$ cat config.mk
export PLATFORM = sky130hd
export DESIGN_NAME = rot_seq_engine
export DESIGN_NICKNAME = d
export VERILOG_FILES = /design/src/rtl/rse_pkg.sv /design/src/rtl/rse_rot_table.sv /design/src/rtl/rse_rot_unit.sv /design/src/rtl/rot_seq_engine.sv
export SDC_FILE = /design/constraint.sdc
export NUM_CORES = 2
export LEC_CHECK = 0
export BUFFER_PORTS_ARGS = -buffer_cell sky130_fd_sc_hd__buf_2
export CAP_MARGIN = 15
export CORE_MARGIN = 2
export CORE_UTILIZATION = 55
export CTS_BUF_LIST = sky130_fd_sc_hd__clkbuf_8 sky130_fd_sc_hd__clkbuf_16
export DETAILED_ROUTE_END_ITERATION = 8
export GPL_TIMING_DRIVEN = 0
export PLACE_DENSITY = 0.72
export SLEW_MARGIN = 20
export SYNTH_ARGS = -nofsm -noshare
export SYNTH_HDL_FRONTEND = slang
export SYNTH_HIERARCHICAL = 1
export SYNTH_SLANG_ARGS = --single-unit
export TNS_END_PERCENT = 30
$ cat constraint.sdc
create_clock -name clk -period 9.8 [get_ports clk]
set_input_delay 0.49 -clock clk [delete_from_list [all_inputs] [get_ports clk]]
set_output_delay 0.49 -clock clk [all_outputs]
set_load 0.1 [all_outputs]
$ cat src/rtl/rse_pkg.sv
package rse_pkg;

    // CORDIC micro-steps per planar rotation
    localparam int ITERS  = 16;
    localparam int ITER_W = $clog2(ITERS);
    // internal angle: fraction bits and total width (covers +-8 rad)
    localparam int ZF     = 21;
    localparam int ZW     = ZF + 4;
    // clocks per list entry: fetch + micro-steps + write-back
    localparam int TG     = ITERS + 2;
    // pi/2 in the internal angle format
    localparam logic signed [ZW-1:0] HALF_PI = ZW'(3294199);
    // 1/CORDIC gain for ITERS steps, 17 fraction bits
    localparam int GAIN_F = 17;
    localparam logic signed [GAIN_F:0] GAIN = (GAIN_F+1)'(79594);

    typedef enum logic [2:0] {
        ST_IDLE,
        ST_FETCH,
        ST_ROTATE,
        ST_WRITE,
        ST_SIGN
    } eng_state_t;

    // atan(2^-k) in the internal angle format
    function automatic logic signed [ZW-1:0] atan_step(input logic [ITER_W-1:0] k);
        logic signed [ZW-1:0] r;
        unique case (k)
            4'd0:    r = ZW'(1647099);
            4'd1:    r = ZW'(972339);
            4'd2:    r = ZW'(513757);
            4'd3:    r = ZW'(260791);
            4'd4:    r = ZW'(130902);
            4'd5:    r = ZW'(65515);
            4'd6:    r = ZW'(32765);
            4'd7:    r = ZW'(16384);
            4'd8:    r = ZW'(8192);
            4'd9:    r = ZW'(4096);
            4'd10:   r = ZW'(2048);
            4'd11:   r = ZW'(1024);
            4'd12:   r = ZW'(512);
            4'd13:   r = ZW'(256);
            4'd14:   r = ZW'(128);
            default: r = ZW'(64);
        endcase
        return r;
    endfunction

endpackage

$ cat src/rtl/rse_rot_table.sv
module rse_rot_table #(
    parameter int ANG_W  = 16,
    parameter int EIDX_W = 3,
    parameter int DEPTH  = 18,
    parameter int PTR_W  = $clog2(DEPTH)
) (
    input  logic                     clk,
    input  logic                     rst_n,
    input  logic                     wr_en,
    input  logic [PTR_W-1:0]         wr_addr,
    input  logic signed [ANG_W-1:0]  wr_ang,
    input  logic [EIDX_W-1:0]        wr_a,
    input  logic [EIDX_W-1:0]        wr_b,
    input  logic [PTR_W-1:0]         rd_addr,
    output logic signed [ANG_W-1:0]  rd_ang,
    output logic [EIDX_W-1:0]        rd_a,
    output logic [EIDX_W-1:0]        rd_b
);

    logic signed [ANG_W-1:0] ang_mem [DEPTH];
    logic [EIDX_W-1:0]       a_mem   [DEPTH];
    logic [EIDX_W-1:0]       b_mem   [DEPTH];
    logic                    addr_ok;

    assign addr_ok = ({1'b0, wr_addr} < (PTR_W+1)'(DEPTH));

    always_ff @(posedge clk or negedge rst_n) begin
        if (!rst_n) begin
            for (int k = 0; k < DEPTH; k++) begin
                ang_mem[k] <= '0;
                a_mem[k]   <= '0;
                b_mem[k]   <= '0;
            end
        end else if (wr_en && addr_ok) begin
            ang_mem[wr_addr] <= wr_ang;
            a_mem[wr_addr]   <= wr_a;
            b_mem[wr_addr]   <= wr_b;
        end
    end

    assign rd_ang = ang_mem[rd_addr];
    assign rd_a   = a_mem[rd_addr];
    assign rd_b   = b_mem[rd_addr];

endmodule

$ cat src/rtl/rse_rot_unit.sv
module rse_rot_unit
    import rse_pkg::*;
#(
    parameter int DATA_W = 18,
    parameter int ANG_W  = 16,
    parameter int GUARD  = 2
) (
    input  logic                      clk,
    input  logic                      rst_n,
    input  logic                      load,
    input  logic                      step,
    input  logic [ITER_W-1:0]         iter,
    input  logic signed [DATA_W-1:0]  a_in,
    input  logic signed [DATA_W-1:0]  b_in,
    input  logic signed [ANG_W-1:0]   ang_in,
    output logic signed [DATA_W-1:0]  a_out,
    output logic signed [DATA_W-1:0]  b_out
);

    localparam int CW  = DATA_W + 2 + GUARD;   // headroom for CORDIC growth
    localparam int ASH = ZF - (ANG_W - 3);     // external Q3 angle -> internal
    localparam int OSH = GAIN_F + GUARD;
    localparam int PW  = CW + GAIN_F + 1;
    localparam logic signed [PW-1:0] RND = PW'(1) <<< (OSH - 1);

    logic signed [CW-1:0] xq, yq, xe, ye, x0, y0;
    logic signed [ZW-1:0] zq, zr, z0;
    logic signed [PW-1:0] xp, yp;

    // widen operands and fold the angle into the convergence range
    always_comb begin
        xe = {{2{a_in[DATA_W-1]}}, a_in, {GUARD{1'b0}}};
        ye = {{2{b_in[DATA_W-1]}}, b_in, {GUARD{1'b0}}};
        zr = ZW'(ang_in) <<< ASH;
        if (zr > HALF_PI) begin
            x0 = -ye;
            y0 = xe;
            z0 = zr - HALF_PI;
        end else if (zr < -HALF_PI) begin
            x0 = ye;
            y0 = -xe;
            z0 = zr + HALF_PI;
        end else begin
            x0 = xe;
            y0 = ye;
            z0 = zr;
        end
    end

    always_ff @(posedge clk or negedge rst_n) begin
        if (!rst_n) begin
            xq <= '0;
            yq <= '0;
            zq <= '0;
        end else if (load) begin
            xq <= x0;
            yq <= y0;
            zq <= z0;
        end else if (step) begin
            if (!zq[ZW-1]) begin
                xq <= xq - (yq >>> iter);
                yq <= yq + (xq >>> iter);
                zq <= zq - atan_step(iter);
            end else begin
                xq <= xq + (yq >>> iter);
                yq <= yq - (xq >>> iter);
                zq <= zq + atan_step(iter);
            end
        end
    end

    // gain correction with rounding, then drop guard bits
    always_comb begin
        xp = (PW'(xq) * PW'(GAIN) + RND) >>> OSH;
        yp = (PW'(yq) * PW'(GAIN) + RND) >>> OSH;
    end

    assign a_out = DATA_W'(xp);
    assign b_out = DATA_W'(yp);

endmodule

$ cat src/rtl/rot_seq_engine.sv
module rot_seq_engine
    import rse_pkg::*;
#(
    parameter  int DATA_W = 18,
    parameter  int ANG_W  = 16,
    parameter  int N_ELEM = 7,
    parameter  int DEPTH  = 18,
    localparam int EIDX_W = $clog2(N_ELEM),
    localparam int PTR_W  = $clog2(DEPTH),
    localparam int CNT_W  = $clog2(DEPTH + 1),
    localparam int VEC_W  = N_ELEM * DATA_W
) (
    input  logic                 clk,
    input  logic                 rst_n,
    input  logic                 start,
    input  logic [CNT_W-1:0]     rot_count,
    input  logic [N_ELEM-1:0]    sign_mask,
    input  logic [VEC_W-1:0]     vec_in,
    output logic                 busy,
    output logic                 done,
    output logic [VEC_W-1:0]     vec_out,
    input  logic                 tbl_we,
    input  logic [PTR_W-1:0]     tbl_addr,
    input  logic [ANG_W-1:0]     tbl_angle,
    input  logic [EIDX_W-1:0]    tbl_idx_a,
    input  logic [EIDX_W-1:0]    tbl_idx_b
);

    eng_state_t st_q, st_d;

    logic [PTR_W-1:0]          ptr_q;
    logic [ITER_W-1:0]         it_q;
    logic signed [DATA_W-1:0]  elem_q [N_ELEM];
    logic signed [DATA_W-1:0]  in_elem [N_ELEM];
    logic [N_ELEM-1:0]         flip_q;
    logic [VEC_W-1:0]          out_q;
    logic [VEC_W-1:0]          sgn_vec;
    logic                      done_q;
    logic                      accept;
    logic [CNT_W-1:0]          cnt_eff;

    logic signed [ANG_W-1:0]   tab_ang;
    logic [EIDX_W-1:0]         tab_a, tab_b;
    logic signed [DATA_W-1:0]  rot_a, rot_b;

    assign accept  = start && (st_q == ST_IDLE);
    assign cnt_eff = (rot_count > CNT_W'(DEPTH)) ? CNT_W'(DEPTH) : rot_count;

    // unpack input, apply signs to the working vector
    for (genvar g = 0; g < N_ELEM; g++) begin : g_elem
        assign in_elem[g] = vec_in[g*DATA_W +: DATA_W];
        assign sgn_vec[g*DATA_W +: DATA_W] = flip_q[g] ? -elem_q[g] : elem_q[g];
    end

    rse_rot_table #(
        .ANG_W (ANG_W),
        .EIDX_W(EIDX_W),
        .DEPTH (DEPTH),
        .PTR_W (PTR_W)
    ) u_table (
        .clk    (clk),
        .rst_n  (rst_n),
        .wr_en  (tbl_we && (st_q == ST_IDLE)),
        .wr_addr(tbl_addr),
        .wr_ang (tbl_angle),
        .wr_a   (tbl_idx_a),
        .wr_b   (tbl_idx_b),
        .rd_addr(ptr_q),
        .rd_ang (tab_ang),
        .rd_a   (tab_a),
        .rd_b   (tab_b)
    );

    rse_rot_unit #(
        .DATA_W(DATA_W),
        .ANG_W (ANG_W)
    ) u_rot (
        .clk   (clk),
        .rst_n (rst_n),
        .load  (st_q == ST_FETCH),
        .step  (st_q == ST_ROTATE),
        .iter  (it_q),
        .a_in  (elem_q[tab_a]),
        .b_in  (elem_q[tab_b]),
        .ang_in(tab_ang),
        .a_out (rot_a),
        .b_out (rot_b)
    );

    // state register
    always_ff @(posedge clk or negedge rst_n) begin
        if (!rst_n) st_q <= ST_IDLE;
        else        st_q <= st_d;
    end

    // next-state logic
    always_comb begin
        st_d = st_q;
        unique case (st_q)
            ST_IDLE:   if (start) st_d = (cnt_eff == '0) ? ST_SIGN : ST_FETCH;
            ST_FETCH:  st_d = ST_ROTATE;
            ST_ROTATE: if (it_q == ITER_W'(ITERS - 1)) st_d = ST_WRITE;
            ST_WRITE:  st_d = (ptr_q == '0) ? ST_SIGN : ST_FETCH;
            ST_SIGN:   st_d = ST_IDLE;
            default:   st_d = ST_IDLE;
        endcase
    end

    // datapath and outputs
    always_ff @(posedge clk or negedge rst_n) begin
        if (!rst_n) begin
            ptr_q  <= '0;
            it_q   <= '0;
            flip_q <= '0;
            out_q  <= '0;
            done_q <= 1'b0;
            for (int k = 0; k < N_ELEM; k++) elem_q[k] <= '0;
        end else begin
            done_q <= 1'b0;
            if (accept) begin
                for (int k = 0; k < N_ELEM; k++) elem_q[k] <= in_elem[k];
                flip_q <= sign_mask;
                ptr_q  <= PTR_W'(cnt_eff - CNT_W'(1));
            end
            unique case (st_q)
                ST_FETCH:  it_q <= '0;
                ST_ROTATE: it_q <= it_q + ITER_W'(1);
                ST_WRITE: begin
                    elem_q[tab_a] <= rot_a;
                    elem_q[tab_b] <= rot_b;
                    ptr_q         <= ptr_q - PTR_W'(1);
                end
                ST_SIGN: begin
                    out_q  <= sgn_vec;
                    done_q <= 1'b1;
                end
                default: ;
            endcase
        end
    end

    assign busy    = (st_q != ST_IDLE);
    assign done    = done_q;
    assign vec_out = out_q;

endmodule

==> impl_metrics.py <==
metrics = {
    "synth": {
        "yosysSeqAreaShare_pct": 30.41,
        "synth_ff_type": "dfrtp_1",
        "synth_top_cell_area_share_pct": 30.41,
        "synth_warnings": 6,
        "netlist_instances": 6129,
        "syn-cell-area_mm2": 0.06065,
        "syn_avg_cell_area_um2": 9.895,
        "yosysTopAreaCell": "dfrtp_1",
        "synth_fp_nets": 7038,
        "async_reset_ff_share_pct": 100.0,
        "synth_edf_count": 0,
        "synth_cell_types": 106,
        "ys_seq_elements": 737,
        "ys_top_cells_by_area": "dfrtp_1 (30%), fa_1 (11%), ha_1 (8.4%)",
    },
    "setup_path": {
        "worstPathArrival_ns": 9.51,
        "critical_path_required_ns": 10.37,
        "crit_family": "adder cells",
        "rrSetupSlack_ns": 0.86,
        "crit_path_max_incr_delay_ns": 0.84,
        "crit_fanout": 12,
        "crit_path_end_kind": "flip-flop",
        "cp_common_cell": "fa_1",
        "crit_type": "reg -> reg",
        "cp_slowest_cell": "dfrtp_1",
        "start_kind": "flip-flop",
        "path_buf_inv": 4,
    },
    "sta": {
        "finalSetupViolations": 0,
        "fmax_mhz": 111.8,
        "max_slew_margin_pct": 15.07,
        "hold_viol_final": 0,
        "layout_setup_ws_ns": 0.8574,
        "fin_crit_sh_pct": 91.25,
        "finalMaxSlewViolations": 0,
        "rsz0062_at_grt": "false",
        "finClkSkew_ns": 0.03501,
        "period_needed_ns": 8.943,
        "worst_pin_slew_ns": 1.265,
    },
    "clock_tree": {
        "cts-resized-gates": 0,
        "clockBufferDepth": 3,
        "path_clk_slew_ns": 0.06,
        "clock_latency_ns": 0.67,
        "cts_tree": "done",
        "cts_setup_buffers": 0,
        "cts_sinks": 737,
        "htreeDepth": 3,
        "numCtsBuffers": 81,
        "cts-root-buf": "clkbuf_16",
    },
    "routing": {
        "postRouteAntennaNets": 0,
        "wl_per_cell_um": 26.57,
        "drc": 0,
        "wirelength_mm": 214.1,
        "dr.first_iter.drc_count": 5266,
        "via_per_inst": 6.343,
        "firstDrtPassIters": 6,
        "vias": 51108,
    },
    "placed_design": {
        "dp_hpwl_mm": 168.6,
        "gp_congestion": 1.088,
        "place_ws_ns": 0.7170,
        "io_buffer_count": 296,
    },
    "floorplanning": {
        "core-area_mm2": 0.1092,
        "num_rows": 121,
        "die_y_um": 336.1,
        "die_area_mm2": 0.1129,
        "io_pins": 297,
        "die_width_um": 336.1,
        "initial_core_util_pct": 55.56,
    },
    "final_layout": {
        "syn_to_final_growth_pct": 10.96,
        "final_cell_mix": "dfrtp_1 (736), inv_1 (638), nand2_1 (604)",
        "layout-drive-gt1-share_pct": 16.78,
        "nFillCells": 9127,
        "layout_commonest_cell": "dfrtp_1",
        "num-nets-final": 7425,
    },
    "run_status": {
        "outcome": "finished clean",
    },
    "grt": {
        "grt_pass1_wl_mm": 319.6,
        "grt_overflow": 0,
        "grt_usage_pct": 37.87,
        "antenna_found_initial": 10,
        "grt_pass1_vias": 51729,
        "grt_max_degree": 104,
    },
    "hold_path": {
        "hold_class": "in -> reg",
    },
    "flow_run": {
        "drv_cap": 0,
    },
}
-- state kept, by name, indices dropped and copies added, names as in the netlist --
name             count
it_q                 4
flip_q               7
u_table/b_mem       54
elem_q             126
u_table/ang_mem    288
ptr_q                5
u_rot/xq            22
st_q                 3
u_rot/yq            22
u_rot/zq            25
done                 1
vec_out            126
u_table/a_mem       54
-- worst paths after layout --
| check | start | endpoint | cells after the start |
|---|---|---|---|
| worst max-delay path | u_rot/xq[8] | elem_q[30] | 25 |
| worst min-delay path | sign_mask[4] | flip_q[4] | 3 |
| worst max register to register | u_rot/xq[8] | elem_q[30] | 25 |
| worst min register to register | vec_out[50] | vec_out[50] | 2 |
| max in group asynchronous | rst_n | elem_q[72] | 5 |
| min in group asynchronous | rst_n | u_table/b_mem[22] | 2 |
-- per-layer routing --
metal | up-vias | GRT usage (%) | part of all wire (%)
met5 | - | 0 | 0.11
met1 | 25474 | 47.25 | 38
met3 | 743 | 9.146 | 9.2
met2 | 2526 | 60.27 | 45
li1 | 22351 | - | -
met4 | 14 | 21.80 | 7.1
-- kinds of logic (layout without fill, tap and decap cells) --
logic type | count (synthesis) | in the layout | share of synthesized area, %
compound gates | 1278 | 1278 | 13.89
xor+xnor | 310 | 310 | 4.477
fa+ha+maj | 740 | 740 | 19.36
buf+inv | 984 | 1434 | 6.399
flops | 737 | 737 | 30.41
mux | 741 | 741 | 15.11
other cells | 0 | 3 | 0
simple gates | 1339 | 1339 | 10.35
-- cell type report --
type / count / area [µm²] / area share [%]
well taps: 1476 / 1847 / 2.744
clock buffers: 97 / 2247 / 3.339
flip-flops and latches: 737 / 18440 / 27.41
multi-input cells: 4408 / 38560 / 57.30
repair buffers: 304 / 1694 / 2.517
diodes: 3 / 7.507 / 0.01115
inverters: 624 / 2342 / 3.480
clock inverters: 49 / 616.8 / 0.9166
plain buffers: 360 / 1539 / 2.287
-- metrics by stage --
stage               utilization [%]  instance area (µm²)  setup TNS [ns]  instances  hold slack, ns
global placement              58.61                63980        -5261.44       7901          0.4612
global route                  61.65                67290               0       8056         0.02238
CTS                           61.62                67260               0       8055        0.006616
floorplan                         -                60650               0       6129          0.1944
detailed placement            58.98                64380               0       7908          0.4653
finish                        61.65                67300               0       8058         0.03124
-- worst reg2reg max path: cells and delay by family (launching register included) --
kind,cells,cell delay (ns)
DFF,1,0.84
and+or+nand+nor,3,1.08
AOI/OAI and AO/OA,9,2.48
xor gates and xnor gates,2,0.90
buffers and inverters,4,0.27
adders and majority gates,7,3.29
-- repair_timing --
item,CTS,global route
hold endpoints to repair,65,0
hold buffers,1,0
setup endpoints to repair,0,0
-- synthesized netlist by cell type (89+ instances only) --
| cell | count |
|---|---|
| a21oi_1 | 223 |
| mux2i_1 | 217 |
| nand2_1 | 604 |
| nand3_1 | 91 |
| clkbuf_1 | 245 |
| o21ai_0 | 303 |
| a32oi_1 | 128 |
| xor2_1 | 163 |
| fa_1 | 331 |
| a22oi_1 | 105 |
| xnor2_1 | 147 |
| mux4_2 | 89 |
| dfrtp_1 | 737 |
| nor2_1 | 258 |
| ha_1 | 409 |
| inv_1 | 622 |
| o22ai_1 | 143 |
| mux2_2 | 389 |
Power is left out: the tool's default activity adds up to more than one toggle a clock period on the data nets, which glitch-free logic cannot reach.
